## src/rtl/fi_campaign_ctrl.sv

```systemverilog
module fi_campaign_ctrl #(
  parameter int DATA_W    = 16,
  parameter int OUT_WORDS = 4,
  parameter int CYC_W     = 16,
  parameter int RUN_W     = 16,
  parameter int HOLD_W    = 8,
  parameter int STAT_W    = 32,
  parameter logic [15:0] SEED = 16'hACE1
) (
  input  logic              clk,
  input  logic              rst_n,
  input  logic              start,
  input  logic [1:0]        cfg_mode,
  input  logic [CYC_W-1:0]  cfg_offset,
  input  logic [CYC_W-1:0]  cfg_rand_mask,
  input  logic [RUN_W-1:0]  cfg_runs,
  input  logic [CYC_W-1:0]  cfg_wdog,
  input  logic [HOLD_W-1:0] cfg_irq_max,
  output logic              dut_rst_n,
  output logic              dut_irq,
  input  logic              dut_ack,
  input  logic              dut_done,
  output logic [(OUT_WORDS>1?$clog2(OUT_WORDS):1)-1:0] mem_addr,
  input  logic [DATA_W-1:0] mem_rdata,
  output logic [STAT_W-1:0] cnt_tol,
  output logic [STAT_W-1:0] cnt_res,
  output logic [STAT_W-1:0] cnt_loss,
  output logic              campaign_done
);
  localparam int AW = (OUT_WORDS > 1) ? $clog2(OUT_WORDS) : 1;

  typedef enum logic [2:0] {S_IDLE, S_RST, S_RUN, S_READ, S_DONE} state_t;

  state_t            state;
  logic [CYC_W-1:0]  cyc, fin_cyc, gold_cyc, off;
  logic [DATA_W-1:0] gold [OUT_WORDS];
  logic              golden, irq_q, mism;
  logic [RUN_W-1:0]  inj_idx;
  logic [15:0]       lfsr;
  logic [HOLD_W-1:0] hold_cnt;
  logic [AW-1:0]     addr;

  logic [CYC_W-1:0] off_next, ref_cyc;
  logic [RUN_W-1:0] nxt_idx;
  logic             last_run, timeout, word_bad, run_bad;

  always_comb begin
    case (cfg_mode)
      2'd1:    off_next = CYC_W'(lfsr) & cfg_rand_mask;
      2'd2:    off_next = CYC_W'(inj_idx);
      default: off_next = cfg_offset;
    endcase
  end

  assign ref_cyc  = golden ? fin_cyc : gold_cyc;
  assign nxt_idx  = golden ? '0 : inj_idx + RUN_W'(1);
  assign last_run = (nxt_idx == cfg_runs) ||
                    (cfg_mode == 2'd2 && 32'(nxt_idx) >= 32'(ref_cyc));
  assign timeout  = (cyc == cfg_wdog);
  assign word_bad = !golden && (mem_rdata != gold[addr]);
  assign run_bad  = mism || word_bad || (fin_cyc != gold_cyc);

  assign dut_rst_n     = (state == S_RUN) || (state == S_READ);
  assign dut_irq       = irq_q;
  assign mem_addr      = addr;
  assign campaign_done = (state == S_DONE);

  always_ff @(posedge clk or negedge rst_n) begin
    if (!rst_n) begin
      state <= S_IDLE;  cyc <= '0;  fin_cyc <= '0;  gold_cyc <= '0;  off <= '0;
      golden <= 1'b0;  irq_q <= 1'b0;  mism <= 1'b0;  inj_idx <= '0;
      lfsr <= SEED;  hold_cnt <= '0;  addr <= '0;
      cnt_tol <= '0;  cnt_res <= '0;  cnt_loss <= '0;
      for (int i = 0; i < OUT_WORDS; i++) gold[i] <= '0;
    end else begin
      case (state)
        S_IDLE, S_DONE: if (start) begin
          cnt_tol <= '0;  cnt_res <= '0;  cnt_loss <= '0;
          golden <= 1'b1;  inj_idx <= '0;  state <= S_RST;
        end
        S_RST: begin
          off      <= off_next;
          lfsr     <= {1'b0, lfsr[15:1]} ^ (lfsr[0] ? 16'hB400 : 16'h0000);
          cyc      <= '0;
          hold_cnt <= '0;
          irq_q    <= !golden && (off_next == '0);
          state    <= S_RUN;
        end
        S_RUN: begin
          cyc <= cyc + CYC_W'(1);
          if (irq_q) begin
            hold_cnt <= hold_cnt + HOLD_W'(1);
            if (dut_ack || ({1'b0, hold_cnt} + (HOLD_W+1)'(1) >= {1'b0, cfg_irq_max}))
              irq_q <= 1'b0;
          end else if (!golden && (cyc + CYC_W'(1) == off)) begin
            irq_q <= 1'b1;
            hold_cnt <= '0;
          end
          if (dut_done) begin
            fin_cyc <= cyc;  addr <= '0;  mism <= 1'b0;  irq_q <= 1'b0;
            state <= S_READ;
          end else if (timeout) begin
            irq_q <= 1'b0;
            if (!(&cnt_loss)) cnt_loss <= cnt_loss + STAT_W'(1);
            if (golden || last_run) state <= S_DONE;
            else begin
              inj_idx <= nxt_idx;
              state <= S_RST;
            end
          end
        end
        S_READ: begin
          addr <= addr + AW'(1);
          if (golden) gold[addr] <= mem_rdata;
          else mism <= mism | word_bad;
          if (addr == AW'(OUT_WORDS-1)) begin
            if (golden) begin
              gold_cyc <= fin_cyc;
              golden <= 1'b0;
            end else if (run_bad) begin
              if (!(&cnt_res)) cnt_res <= cnt_res + STAT_W'(1);
            end else begin
              if (!(&cnt_tol)) cnt_tol <= cnt_tol + STAT_W'(1);
            end
            inj_idx <= nxt_idx;
            state <= last_run ? S_DONE : S_RST;
          end
        end
        default: state <= S_IDLE;
      endcase
    end
  end

  AST_IRQ_IN_RUN: assert property (@(posedge clk) disable iff (!rst_n)
    dut_irq |-> dut_rst_n);

  AST_IRQ_HOLD_MAX: assert property (@(posedge clk) disable iff (!rst_n)
    dut_irq |-> (hold_cnt == '0 || hold_cnt < cfg_irq_max));

  AST_ACK_DROPS_IRQ: assert property (@(posedge clk) disable iff (!rst_n)
    (dut_irq && dut_ack) |=> !dut_irq);

  AST_ONE_CLASS: assert property (@(posedge clk) disable iff (!rst_n)
    !$past(start) |-> $countones({cnt_tol != $past(cnt_tol), cnt_res != $past(cnt_res),
                                  cnt_loss != $past(cnt_loss)}) <= 1);

  AST_LOSS_RESETS_DUT: assert property (@(posedge clk) disable iff (!rst_n)
    (state == S_RUN && !dut_done && timeout) |=> !dut_rst_n);

  AST_TOL_SATURATES: assert property (@(posedge clk) disable iff (!rst_n)
    (&cnt_tol && !start) |=> &cnt_tol);

  AST_DONE_HOLDS: assert property (@(posedge clk) disable iff (!rst_n)
    (campaign_done && !start) |=> campaign_done);
endmodule

```

## config.mk

```make
export PLATFORM = sky130hd
export DESIGN_NAME = fi_campaign_ctrl
export DESIGN_NICKNAME = d
export VERILOG_FILES = /design/src/rtl/fi_campaign_ctrl.sv
export SDC_FILE = /design/constraint.sdc
export NUM_CORES = 1
export LEC_CHECK = 0
export BUFFER_PORTS_ARGS = -buffer_cell sky130_fd_sc_hd__buf_4
export CAP_MARGIN = 20
export CORE_MARGIN = 10
export CORE_UTILIZATION = 40
export DETAILED_ROUTE_END_ITERATION = 7
export PLACE_DENSITY = 0.62
export SLEW_MARGIN = 10
export SYNTH_ARGS = -nofsm -noshare
export SYNTH_HDL_FRONTEND = slang
export SYNTH_SLANG_ARGS = --single-unit
```

## constraint.sdc

```tcl
create_clock -name clk -period 11.15 [get_ports clk]
set_input_delay 0.5575 -clock clk [delete_from_list [all_inputs] [get_ports clk]]
set_output_delay 0.5575 -clock clk [all_outputs]
set_load 0.005 [all_outputs]
```

-- Yosys cells after proc, flatten, opt, wreduce, memory -nomap -nowiden
Index checks and enable logic that the tools add are counted.
Widths: inputs -> output; s select.
- input port bits: 95
- register bits: 272
- output and inout port bits: 101
- eq/ne operators: 26
- magnitude comparators: 4
- bitwise operators: 4
- muxes and demuxes: 56
- reductions and logical operators: 35
- add/sub/neg operators: 8
- operator list (cell ; number):
    $mux 32 ; 12
    $pmux 32 s2 ; 3
    $mux 16 ; 11
    $add 32x1->32 const B ; 3
    $reduce_and 32->1 ; 3
    $bwmux 64 ; 1
    $pmux 16 s2 ; 2
    $eq 16x16->1 ; 3
    $pmux 16 s3 ; 1
    $add 16x1->16 const B ; 2
    $bmux 16 s2 ; 1
    $demux 16 s2 ; 1
    $ne 16x16->1 ; 2
    $ne 2x2->1 const B ; 11
    $mux 3 ; 6
    $reduce_and 6->1 ; 3
    $and 16x16->16 ; 1
    $ge 16x16->1 ; 1
    $logic_not 16->1 ; 1
    $mux 8 ; 2
    $pmux 8 s2 ; 1
    $xor 15x16->16 ; 1
    $pmux 3 s4 ; 1
    $reduce_and 2->1 ; 5
    other kinds (29) ; 55

-- Longest topological paths before layout
- word-level depth: 12
- depth in mapped cells: 17
- mapped depth without buffers: 13

-- Least setup slack after synthesis
No wires, ideal clock.
- path kind: reg-to-reg
- start point: register golden
- end point: register inj_idx[10]
- path slack: 6.903 ns
- period minus slack after synthesis: 4.247 ns
- required time: 11.029 ns
- cell stages (with the launch flop): 17
- path buffers: 7
- arrival: 4.126 ns
- path through: dfrtp_1 clkbuf_1 clkbuf_1 clkbuf_1 clkbuf_1 buf_1 mux2i_1 ha_1 a2111oi_0 o21ai_0 o2111ai_1 o2111a_1 o311ai_4 nor2b_1 buf_4 buf_6 a22o_1
- word-level cells in the longest chain between the ends: 7
- ends and longest elaborated chain (item ; line ; text):
    start: declaration ; 37 ; logic golden, irq_q, mism;
    start signal: assignment ; 71 ; golden <= 1'b0; irq_q <= 1'b0; mism <= 1'b0; inj_idx <= '0;
    start signal: assignment ; 79 ; golden <= 1'b1; inj_idx <= '0; state <= S_RST;
    start signal: assignment ; 119 ; golden <= 1'b0;
    $mux 16, on equally long branches ; n/a ;
    $ge 16x16->1 ; 58 ; (cfg_mode == 2'd2 && 32'(nxt_idx) >= 32'(ref_cyc));
    $logic_and 1x1->1 ; 58 ;
    $logic_or 1x1->1 ; 57 ; assign last_run = (nxt_idx == cfg_runs) ||
    $logic_or 1x1->1 ; 105 ; if (golden || last_run) state <= S_DONE;
    $ne 2x2->1 (no line) ; n/a ;
    $reduce_and 6->1 (no line) ; n/a ;
    end signal: assignment ; 107 ; inj_idx <= nxt_idx;
    end signal: assignment ; 125 ; inj_idx <= nxt_idx;
    end: declaration ; 38 ; logic [RUN_W-1:0] inj_idx;
Several ways; a longest one is shown, not always the timed one. The select of a mux whose other input is x is not followed.
A chain may end at the register's enable or synchronous reset.

-- Worst setup path after layout
- start point: register inj_idx[0]
- end point: register inj_idx[2]
- word-level cells in the longest chain between the ends: 8
- ends and longest elaborated chain (item ; line ; text):
    $add 16x1->16 * ; 56 ; assign nxt_idx = golden ? '0 : inj_idx + RUN_W'(1);
    $mux 16 * ; 56 ;
    $ge 16x16->1 ; 58 ;
    $logic_and 1x1->1 ; 58 ;
    $logic_or 1x1->1 ; 57 ;
    $logic_or 1x1->1 ; 105 ;
    $ne 2x2->1 (no line) ; n/a ;
    $reduce_and 6->1 (no line) ; n/a ;
Mark *: on every way between the ends. The rest lies on a longest branch, timed or not. The select of a mux whose other input is x is not followed.

==> PnR_summary.wiki <==
{| class="wikitable"
! Metric !! Value
|-
| Cell class contributing the biggest share of worst-path delay || compound AO/OA/AOI/OAI gates
|-
| Worst-Skew Late Latency || 0.57 ns
|-
| # resized after CTS || 0
|-
| Final layout net count || roughly 1.8k
|-
| Area share of fa/ha/maj cells after synthesis || 0.0295
|-
| Register bit total from synthesis || 272
|-
| Wire length per cell || 19.0 microns
|-
| Crit-path max cell delay || between 0.6 and 0.7 ns
|-
| Endpoint class of the critical path || register
|-
| GP Congestion || 0.883
|-
| Number of buffers and inverters on the critical path || 1
|-
| Placement Rows || 71
|-
| Post-synthesis instance total || 1539
|-
| Warnings from Yosys || 0
|-
| Initial antenna violation count || 0
|-
| GR Util All Layers || 0.176
|-
| Period Utilization, post-route || 0.386
|-
| Post-DRT Antenna Nets || 0
|-
| Worst Path Required || 11.59 ns
|-
| Hold Buf Count CTS || 0
|-
| Global-route wire length before repair || roughly 68000 microns
|-
| Share of cells above drive strength 1 || 0.227
|-
| Count of flip-flops with a built-in enable after synthesis || 0
|-
| Final Total Pwr || about 3300 uW
|-
| Area share of xor/xnor cells in the synthesized design || 0.0838
|-
| Primary flip-flop cell chosen by synthesis mapping || dfrtp_1
|-
| Clock transition at the register clock pins on the worst setup and hold paths after CTS || 0.06 ns
|-
| Max Fclk || 0.233 GHz
|-
| Final Skew || 0.0166 ns
|-
| Total overflow reported by the global router || 0
|-
| Height of the chip || 215 microns
|-
| Max Fanout on Critical Path || 13
|-
| Most common cell after layout, fill and taps aside || dfrtp_1
|-
| Post-synthesis async set-or-reset flop share || 1.00
|-
| Slew Viols, Final || 0
|-
| Detailed Route Iter0 Violations || 841
|-
| Combinational family with the most area after synthesis || simple AND/OR/NAND/NOR gates
|-
| Port Buffers || 195
|-
| Initial core utilization || 0.405
|-
| Overall routed net length || approximately 42000 microns
|-
| Critical path class || reg2reg
|-
| Arrival time reported for the critical path endpoint || between 4 and 5 ns
|-
| Number of maximum-capacitance violations || 0
|-
| Tightest Hold Check Type || in2async
|-
| Total die area || 46400 sq um
|-
| Syn-to-layout area delta || 19.4%
|-
| Master cell of the clock root buffer || clkbuf_16
|-
| Final setup viols || 0
|-
| Power density cells || 183 nW/um^2
|-
| Number of clock buffers inserted by TritonCTS || 31
|-
| Number of distinct library cells after synthesis || 68
|-
| Netlist area before placement || about 15000 sq um
|-
| CP dominant cell by count || ha_1
|-
| Area of the placeable core || 37700 sq um
|-
| Final number of hold-violating endpoints || 0
|-
| Average via count per standard cell || approximately 5.5
|-
| Crit-path cells || ha_1 -> nand3_1 -> or4_1 -> a21oi_1 -> ha_1 -> a2111oi_0 -> o21ai_0 -> o2111ai_1 -> o2111a_1 -> o311ai_4 -> nor2b_1 -> buf_4 -> a221o_1
|-
| Average footprint of a synthesized cell || approximately 10 sq um
|-
| # H-tree levels || 1
|-
| Setup total negative slack || 0 ns
|-
| Post-CTS Setup Bufs || 0
|-
| Finished Core Util || 0.484
|-
| Post-synthesis sequential area ratio || 0.446
|-
| Net Count, Synth || 1670
|-
| Measured slew at the worst slew-check pin || 1.07 ns
|-
| Largest net degree at the start of global routing || 119
|-
| Clock tree from TritonCTS || yes
|-
| RSZ-0062 raised after global routing || no
|-
| Multiplexer share of the synthesized area || 0.105
|-
| Top-level I/O count || 196
|-
| Critical path launch point type || register
|-
| Status || finished, final reports clean
|-
| DR DRC count || 0
|-
| Number of inserted diodes || 0
|-
| Maximum vdd drop || 115 uV
|-
| Clk buf depth || 3
|-
| Clock sink total || 272
|-
| DIE WIDTH || 215 microns
|-
| Max transition margin || 0.288
|-
| Number of global-route vias before repair || around 12k
|-
| Number of search-and-repair iterations in the first detailed-routing pass || 5
|-
| Number of filler cells placed in the layout || approximately 3.5k
|-
| Min Tclk post-route || 4.30 ns
|-
| Leading cell types in the layout, fill and taps excluded || dfrtp_1 (263), buf_4 (204), nand2_1 (168)
|-
| Post-synthesis compound-gate area fraction || 0.121
|-
| Simple-gate share of the synthesized area || 0.181
|-
| Highest-delay cell along the critical path || dfrtp_1
|-
| Total via count after detailed routing || 12.3k
|-
| Leak || 0.00814 uW
|-
| Dpl hpwl || 30100 microns
|}
## metrics by stage
step	cell area, sq um	cells	worst slack, ns	hold WS [ns]
floorplan	15300	1539	6.90	0.262
global placement	17100	2168	6.98	0.476
detailed placement	17100	2168	6.92	0.489
CTS	18200	2226	6.88	0.137
global route	18200	2229	6.47	0.153
finish	18200	2229	6.85	0.0561
## layout make-up
cell class              instances  area (sq um)  share of cell area
inverters                      36           135             0.00741
clock inverters                16           220              0.0121
repair buffers                207          1580              0.0866
clock buffers                  42           887              0.0487
multi-input cells            1145          7950               0.436
flip-flops and latches        272          6820               0.374
well taps                     511           639              0.0351
## kinds of logic (layout without fill, tap and decap cells)
family	after synthesis	in the layout
buf+inv	122	301
xor+xnor	146	146
fa+ha+maj	36	36
mux	130	130
compound gates	280	280
flops	272	272
simple gates	553	553
## cell usage after synthesis (all sizes together) (32+ instances only)
library cell  count  share of area
a21oi            39          0.013
dfrtp           264           0.43
clkbuf           65          0.016
nand3            61          0.020
mux2i            32          0.021
xor2             66          0.038
mux2             82          0.060
nand2           169          0.042
o21ai           118          0.039
nand4            63          0.027
xnor2            80          0.046
ha               36          0.030
inv              36         0.0089
nor2            120          0.030
## routing by layer
layer	share of wire	track usage	up-vias
met4	0.018	0.0413	0
met5	0	0	-
met1	0.46	0.250	6080
met2	0.47	0.276	306
met3	0.055	0.0268	55
li1	-	-	5861
## report_power, final
part / total [uW] / leakage (uW) / internal [uW] / switching [uW]
Combinational: 962 / 0.00401 / 432 / 530
Clock: 1090 / 0.000541 / 672 / 423
Sequential: 1290 / 0.00359 / 1160 / 128
Total: 3340 / 0.00814 / 2260 / 1080
## sequential cells by signal, summed over array words and instances, names as in the netlist, 3 cells and up
| register | cells |
|---|---|
| cyc | 16 |
| gold_cyc | 16 |
| state | 3 |
| off | 16 |
| gold | 64 |
| cnt_loss | 32 |
| inj_idx | 16 |
| hold_cnt | 8 |
| cnt_res | 32 |
| fin_cyc | 16 |
| cnt_tol | 32 |
| lfsr | 16 |
## worst paths after layout
kind,start,end,slack (ns),cells after the start
worst max-delay path,inj_idx[0]$_DFFE_PN0P_,inj_idx[2]$_DFFE_PN0P_,6.85,13
worst min-delay path,rst_n,lfsr[1]$_DFFE_PN0P_,0.06,1
worst max register to register,inj_idx[0]$_DFFE_PN0P_,inj_idx[2]$_DFFE_PN0P_,6.85,13
worst min register to register,lfsr[13]$_DFFE_PN1P_,lfsr[13]$_DFFE_PN1P_,0.50,2
max in group asynchronous,rst_n,gold[44]$_DFFE_PN0P_,9.57,2
min in group clk,mem_rdata[5],gold[21]$_DFFE_PN0P_,0.27,2
Power figures use the tool's default switching activity.
